`src/rtl/uprog_pkg.sv`:
```
package uprog_pkg;

  typedef enum logic [2:0] {
    LD_START,
    LD_CNT,
    LD_CNTWAIT,
    LD_COPY,
    LD_DONE
  } ld_state_t;

endpackage

```
`src/rtl/uprog_ram.sv`:
```
module uprog_ram #(
  parameter int ADDR_W = 5,
  parameter int WORD_W = 6
) (
  input  logic              clk,
  input  logic              rst,
  input  logic              we,
  input  logic [ADDR_W-1:0] waddr,
  input  logic [WORD_W-1:0] wdata,
  input  logic              re,
  input  logic [ADDR_W-1:0] raddr,
  output logic [WORD_W-1:0] rdata
);
  localparam int DEPTH = 1 << ADDR_W;

  logic [WORD_W-1:0] mem [DEPTH];

  always_ff @(posedge clk) begin
    if (we) mem[waddr] <= wdata;
  end

  always_ff @(posedge clk) begin
    if (rst) rdata <= '0;
    else if (re) rdata <= mem[raddr];
  end

endmodule

```
`src/rtl/uprog_seq.sv`:
```
module uprog_seq
  import uprog_pkg::*;
#(
  parameter int ADDR_W = 5,
  parameter int WORD_W = 6
) (
  input  logic              clk,
  input  logic              rst,
  input  logic [WORD_W-1:0] src_word,
  output logic              src_rd_en,
  output logic [ADDR_W-1:0] src_addr,
  output logic              wr_en,
  output logic [ADDR_W-1:0] wr_addr,
  output logic [ADDR_W-1:0] op_count,
  output logic              ready
);
  localparam int              CNT_MAX   = (1 << ADDR_W) - 1;
  localparam logic [WORD_W-1:0] CNT_MAX_W = WORD_W'(CNT_MAX);

  ld_state_t         state;
  logic              pend;
  logic [ADDR_W-1:0] cnt_clamped;

  always_comb begin
    if (src_word > CNT_MAX_W) cnt_clamped = ADDR_W'(CNT_MAX);
    else                      cnt_clamped = src_word[ADDR_W-1:0];
  end

  assign wr_en = pend;

  always_ff @(posedge clk) begin
    if (rst) begin
      state     <= LD_START;
      src_rd_en <= 1'b0;
      src_addr  <= '0;
      pend      <= 1'b0;
      wr_addr   <= '0;
      op_count  <= '0;
      ready     <= 1'b0;
    end else begin
      case (state)
        LD_START: begin
          src_rd_en <= 1'b1;
          src_addr  <= '0;
          state     <= LD_CNT;
        end
        LD_CNT: begin
          src_rd_en <= 1'b0;
          state     <= LD_CNTWAIT;
        end
        LD_CNTWAIT: begin
          op_count <= cnt_clamped;
          if (cnt_clamped == '0) begin
            ready <= 1'b1;
            state <= LD_DONE;
          end else begin
            src_rd_en <= 1'b1;
            src_addr  <= ADDR_W'(1);
            state     <= LD_COPY;
          end
        end
        LD_COPY: begin
          pend    <= src_rd_en;
          wr_addr <= src_addr;
          if (src_rd_en) begin
            if (src_addr == op_count) src_rd_en <= 1'b0;
            else src_addr <= src_addr + ADDR_W'(1);
          end else if (pend) begin
            ready <= 1'b1;
            state <= LD_DONE;
          end
        end
        default: begin
          src_rd_en <= 1'b0;
          pend      <= 1'b0;
        end
      endcase
    end
  end


  addr_bound_chk: assert property (@(posedge clk) disable iff (rst)
    src_rd_en |-> (src_addr <= op_count));


  ready_hold_chk: assert property (@(posedge clk) disable iff (rst)
    ready |=> ready);


  ready_no_read_chk: assert property (@(posedge clk) disable iff (rst)
    ready |-> !src_rd_en);


  count_frozen_chk: assert property (@(posedge clk) disable iff (rst)
    ready |=> $stable(op_count));


  no_late_write_chk: assert property (@(posedge clk) disable iff (rst)
    wr_en |-> !ready);

endmodule

```
`src/rtl/uprog_loader.sv`:
```
module uprog_loader #(
  parameter int ADDR_W = 5,
  parameter int WORD_W = 6
) (
  input  logic              clk,
  input  logic              rst,
  output logic              src_rd_en,
  output logic [ADDR_W-1:0] src_addr,
  input  logic [WORD_W-1:0] src_data,
  input  logic              pm_rd_en,
  input  logic [ADDR_W-1:0] pm_rd_addr,
  output logic              pm_zero,
  output logic              pm_sign,
  output logic              pm_shift,
  output logic [WORD_W-4:0] pm_daddr,
  output logic [ADDR_W-1:0] op_count,
  output logic              ready
);
  localparam int DADDR_W = WORD_W - 3;

  logic              wr_en;
  logic [ADDR_W-1:0] wr_addr;
  logic [WORD_W-1:0] rd_word;
  logic              rd_gate;

  assign rd_gate = pm_rd_en & ready;

  uprog_seq #(.ADDR_W(ADDR_W), .WORD_W(WORD_W)) seq_i (
    .clk       (clk),
    .rst       (rst),
    .src_word  (src_data),
    .src_rd_en (src_rd_en),
    .src_addr  (src_addr),
    .wr_en     (wr_en),
    .wr_addr   (wr_addr),
    .op_count  (op_count),
    .ready     (ready)
  );

  uprog_ram #(.ADDR_W(ADDR_W), .WORD_W(WORD_W)) ram_i (
    .clk   (clk),
    .rst   (rst),
    .we    (wr_en),
    .waddr (wr_addr),
    .wdata (src_data),
    .re    (rd_gate),
    .raddr (pm_rd_addr),
    .rdata (rd_word)
  );

  assign pm_zero  = rd_word[WORD_W-1];
  assign pm_sign  = rd_word[WORD_W-2];
  assign pm_shift = rd_word[WORD_W-3];
  assign pm_daddr = rd_word[DADDR_W-1:0];


  quiet_read_chk: assert property (@(posedge clk) disable iff (rst)
    !ready |=> $stable(rd_word));

endmodule

```
`config.mk`:
```
export PLATFORM = sky130hd
export DESIGN_NAME = uprog_loader
export DESIGN_NICKNAME = d
export VERILOG_FILES = /design/src/rtl/uprog_pkg.sv /design/src/rtl/uprog_ram.sv /design/src/rtl/uprog_seq.sv /design/src/rtl/uprog_loader.sv
export SDC_FILE = /design/constraint.sdc
export NUM_CORES = 1
export LEC_CHECK = 0
export ABC_AREA = 1
export BUFFER_PORTS_ARGS = -buffer_cell sky130_fd_sc_hd__buf_2
export CORE_UTILIZATION = 33
export CTS_CLUSTER_DIAMETER = 80
export DETAILED_ROUTE_END_ITERATION = 12
export MAX_ROUTING_LAYER = met4
export PLACE_DENSITY = 0.56
export SLEW_MARGIN = 40
export SYNTH_ARGS = -nofsm -noshare
export SYNTH_HDL_FRONTEND = slang
export SYNTH_SLANG_ARGS = --single-unit
```
`constraint.sdc`:
```
create_clock -name clk -period 1.7 [get_ports clk]
set_input_delay 0.34 -clock clk [delete_from_list [all_inputs] [get_ports clk]]
set_output_delay 0.34 -clock clk [all_outputs]
set_load 0.02 [all_outputs]
```
* Word-level counts from Yosys, hierarchy flattened
Memories as Yosys holds them, arrays and structs flattened. A register that Yosys moved wholly into a read port is not among the register bits.
Index checks and enable logic that the tools add are counted.
** Cells by class
- $add $sub $neg :: 1
- Multiply operators :: 0
- Div/mod/pow operators :: 0
- $lt $le $gt $ge :: 1
- Eq/ne operators :: 10
- Shift operators :: 0
- Mux-type cells :: 20
- Bitwise logic cells :: 1
- Reductions and logical operators :: 9
** Operators with widths (number)
- $mux W5 :: 4
- $pmux W5 S3 :: 1
- $pmux W3 S4 :: 1
- $mux W3 :: 3
- $mux W1 :: 8
- $reduce_and A4 Y1 :: 2
- $eq A3 B2 Y1 const B :: 2
- $gt A6 B5 Y1 const B :: 1
- $ne A2 B1 Y1 const B :: 3
- $ne A2 B2 Y1 const B :: 3
- $add A5 B1 Y5 const B :: 1
- $eq A5 B5 Y1 :: 1
- $logic_not A5 Y1 :: 1
- $pmux W1 S2 :: 2
- $reduce_bool A4 Y1 :: 1
- $eq A3 B1 Y1 const B :: 1
- $logic_not A3 Y1 :: 1
- $pmux W1 S3 :: 1
- $reduce_and A3 Y1 :: 1
- $reduce_bool A3 Y1 :: 1
- $reduce_or A3 Y1 :: 1
- $reduce_bool A2 Y1 :: 1
- $and A1 B1 Y1 :: 1
** Word-level totals
- Register bits after elaboration :: 21
- Latch bits :: 0
- RAM bits :: 192
- ROM bits :: 0
- Input bits :: 14
- Output and inout port bits :: 18
- Word-level logic and storage cells :: 50
- Memories kept :: 1
** Memory list
- ram_i.mem :: words 32, width 6, rd ports 1, clocked after Yosys merged registers in 1, write ports 1, line uprog_ram.sv:16 : logic [WORD_W-1:0] mem [DEPTH];

* Depth between registers and ports, before layout
- Depth in word-level cells :: 5
- Mapped depth :: 12
- Gate-level depth less buffers :: 9

* By module
A second synthesis with hierarchy kept.
** Unflattened totals
- Cell total of the unflattened synthesis :: 849
- Area total of the unflattened synthesis :: 9226.3 µm²
** Modules (own cells, without submodules)
- uprog_ram :: times used 1, cells an instance 706, area an instance 8142.8 µm², sequential area each 5885.6 µm²
- uprog_seq :: times used 1, cells an instance 141, area an instance 1076.0 µm², sequential area each 420.4 µm²
- uprog_loader :: times used 1, cells an instance 2, area an instance 7.5 µm², sequential area each 0.0 µm²

* Least setup slack after synthesis
Ideal clock, no wire load.
- Path type :: register -> register
- From :: register seq_i.src_addr[2]
- To :: register seq_i.src_addr[0]
- Library setup time :: 0.116 ns
- Data arrival time :: 1.216 ns
- Required time :: 1.584 ns
- Path slack :: 0.368 ns
- Cell stages (with the launch flop) :: 9
- Buffers on the path :: 0
- Clock period less this slack :: 1.332 ns
- Cells stage by stage :: dfxtp_1 xor2_1 nor2_1 nand3_1 nand2_1 nand2_2 clkinv_1 nor2_1 nor2_1
** On the way
- Longest elaborated chain between the ends :: 3
** Ends and longest elaborated chain
- from (decl) :: line uprog_seq.sv:11 : output logic [ADDR_W-1:0] src_addr,
- from (signal assigned) :: line uprog_seq.sv:67 : else src_addr <= src_addr + ADDR_W'(1);
- $eq A5 B5 Y1 :: line uprog_seq.sv:66 : if (src_addr == op_count) src_rd_en <= 1'b0;
- $ne A2 B2 Y1 (no line)
- $reduce_and A4 Y1 (no line)
No other way between the ends.
A chain may end at the register's enable or synchronous reset.

* Worst setup path in the final report
- From :: register seq_i.src_addr[1]
- To :: output src_addr[1]
** RTL lines
- to (decl) :: line uprog_loader.sv:8 : output logic [ADDR_W-1:0] src_addr,
No word-level cell between the ends.

==> results.md <==
- Initial Util: 33.6%
- Largest net degree at the start of global routing: 49
- Clock buffer depth: 3
- Slew Limit Fails: 0
- Worst reg2reg path depth: 7
- Die area: 28,100 um^2
- Worst path required time: 1.36 ns
- Synth area leaders: edfxtp_1 (64%), nand2_1 (11%), nand3_1 (9.7%)
- DR vias: about 6,200
- CTS tree: yes
- Number of buffers added on ports: 31
- Core area: 27,000 um^2
- First-pass GRT wire length: 35,700 um
- Final period util: 91.0%
- Reg2reg start: seq_i.state[1]
- FMAX: 0.647 GHz
- Synth Cell Area: 9060 um^2
- Peak supply drop: 0.817 mV
- Syn Nets: 845
- Critical path class: reg -> out
- Clk slew on worst S/H paths: 0.06 ns
- Global Route Usage Sum: 17.0%
- Fraction of layout cells with a size suffix above 1: 15.1%
- Avg Vias per Cell: 4.90
- Crit path time final: roughly 1.5 ns
- Synthesis-to-layout area growth: 18.7%
- FP Rows: 60
- Max Cap Viol: 0
- PD cells: 1180 nW/um^2
- Crit path to: src_addr[1]
- Chip width: 168 um
- Status: finished clean
- Avg Cell Area, Syn: 10.9 um^2
- Pre-CTS setup slack: 0.00509 ns
- CTS Sinks: approximately 220
- Die Height: 168 um
- Cell with the most instances after synthesis: nand2_1
- Number of flops mapped to enable cells by yosys: 192
- Worst-Margin Slew: 0.497 ns
- First-pass DRT Iterations: 5
- Yosys top cell area share: 63.6%
- Tot Pwr: around 13 mW
- Io pins: 32
- Clk_skew: 0.0228 ns
- H-tree depth: 1
- Final setup viols: 0
- GR Overflow Total: 0
- Setup ws final: 0.154 ns
- Vias in the first global route: between 6,000 and 7,000
- CP Max Fanout: 4
- Cts bufs inserted: 24
- Wire per inst: 17.7 um
- Fill cells: 2,542
- DRC viols: 0
- Cell variety after synth: 27
- Worst R2R Setup Slack: 0.21 ns
- R2R Path End: seq_i.src_addr[0]
- Synthesized instance count: 830
- Sequential area share after synthesis: 69.6%
- Final HPWL DP: 14,200 um
- Final TNS setup: 0 ns
- Sequential cell area: 6310 um^2
- RSZ-0062 raised after global routing: false
- Top FF cell, synth: edfxtp_1
- Hold Vio Cnt, Final: 0
- Worst Setup SP: seq_i.src_addr[1]
- Ys Warns: 0
- #FFs+latches synth: between 200 and 250
- Pleak: 4.09 nW
- Post-synth ARST share: 0%
- Worst Hold Class: in -> reg
- Antenna violations before repair: 0
- Clk root buf: clkbuf_16
- Layout Nets: 924
- Synth cell count leaders: nand2_1 (260), edfxtp_1 (192), nand3_1 (176)
- CTS Hold Bufs: 0
- GPL Wtd Cong: 0.828
- Diodes inserted: 0
- Crit end category: output port
- Arr. time, crit path: approximately 1.2 ns
- DR iter-0 viols: 460
- CP startpoint kind: flop
- Final antenna-violating net count: 0
- Synth area leader: edfxtp_1
- Post-Route WL: 22,500 um
- Relative slew margins: 66.8%
- Setup bufs post-CTS: 0
- Area occupied by multi-input gates: 2400 um^2
- Worst-Skew Late Latency: 0.52 ns
## how the worst min path moves through the flow
stage / start / endpoint / slack, ns / cells past startpoint
floorplan: src_data[0] / ram_i.mem[0][0] / 0.44 / 0
global placement: seq_i.ready / seq_i.ready / 0.46 / 2
detailed placement: seq_i.ready / seq_i.ready / 0.46 / 2
CTS: rst / seq_i.src_rd_en / 0.10 / 2
global route: rst / seq_i.ready / 0.11 / 2
finish: rst / seq_i.src_addr[3] / 0.11 / 2
## power by group
part | total [mW] | switching, mW | internal, mW
registers | 6.19 | 0.180 | 6.01
logic | 1.50 | 1.01 | 0.488
clock network | 5.03 | 2.05 | 2.98
## sequential cells by signal, summed over array words and instances (netlist names), 3 cells and up
signal	flops
seq_i.wr_addr	5
seq_i.src_addr	5
seq_i.state	3
ram_i.mem	192
ram_i.rdata	6
seq_i.op_count	5
## routing by layer
layer  wire, um  vias to the layer above  part of all wire, %  global-route usage (%)
li1           -                     3038                    -                       -
met1      10200                     3020                   46                    21.7
met2      10900                      120                   48                    28.2
met3        859                       33                  3.8                    2.41
met4        497                        0                  2.2                    5.07
met5          0                        -                    0                       -
## worst max-delay path: stages (launching register included)
cell and delay, ns:
dfxtp_1 0.37, buf_4 0.15, buf_2 0.16
## repair_timing
| item | in CTS | in global routing |
|---|---|---|
| setup endpoints to repair | 0 | 1 |
| hold endpoints to repair | 0 | 0 |
| resized for setup | 0 | 1 |
## logic make-up (layout without fill, tap and decap cells)
| kind of cell | after synthesis | count (layout) | synth area share, % |
|---|---|---|---|
| xor gates and xnor gates | 8 | 8 | 0.773 |
| adders and majority gates | 1 | 1 | 0.138 |
| AOI/OAI and AO/OA | 46 | 46 | 2.87 |
| and+or+nand+nor | 486 | 486 | 22.6 |
| DFF | 219 | 219 | 69.6 |
| buffers and inverters | 70 | 167 | 4.00 |
## layout make-up
cell class / instances / area share, %
Inverter: 27 / 0.988
Clock buffer: 28 / 5.92
Tap cell: 341 / 3.97
Timing Repair Buffer: 96 / 7.02
Clock inverter: 16 / 1.20
Sequential cell: 219 / 58.6
Multi-Input combinational cell: 541 / 22.3
## through the flow
| stage | instances | hold WS, ns | instance area [um^2] | util, % |
|---|---|---|---|---|
| floorplan | 830 | 0.439 | 9060 | - |
| global placement | 1224 | 0.458 | 9990 | 37.1 |
| detailed placement | 1224 | 0.461 | 9990 | 37.1 |
| CTS | 1268 | 0.100 | 10800 | 39.9 |
| global route | 1268 | 0.115 | 10800 | 39.9 |
| finish | 1268 | 0.108 | 10800 | 39.9 |
## layout by cell type, fill, tap and decap left out, drive strengths merged, types with 20 or more instances in the layout
cell,count
buf,96
inv,27
clkbuf,28
o21ai,22
nand3,176
nor2,46
edfxtp,192
nand2,261
dfxtp,27
a21oi,20
Power figures use the tool's default switching activity.
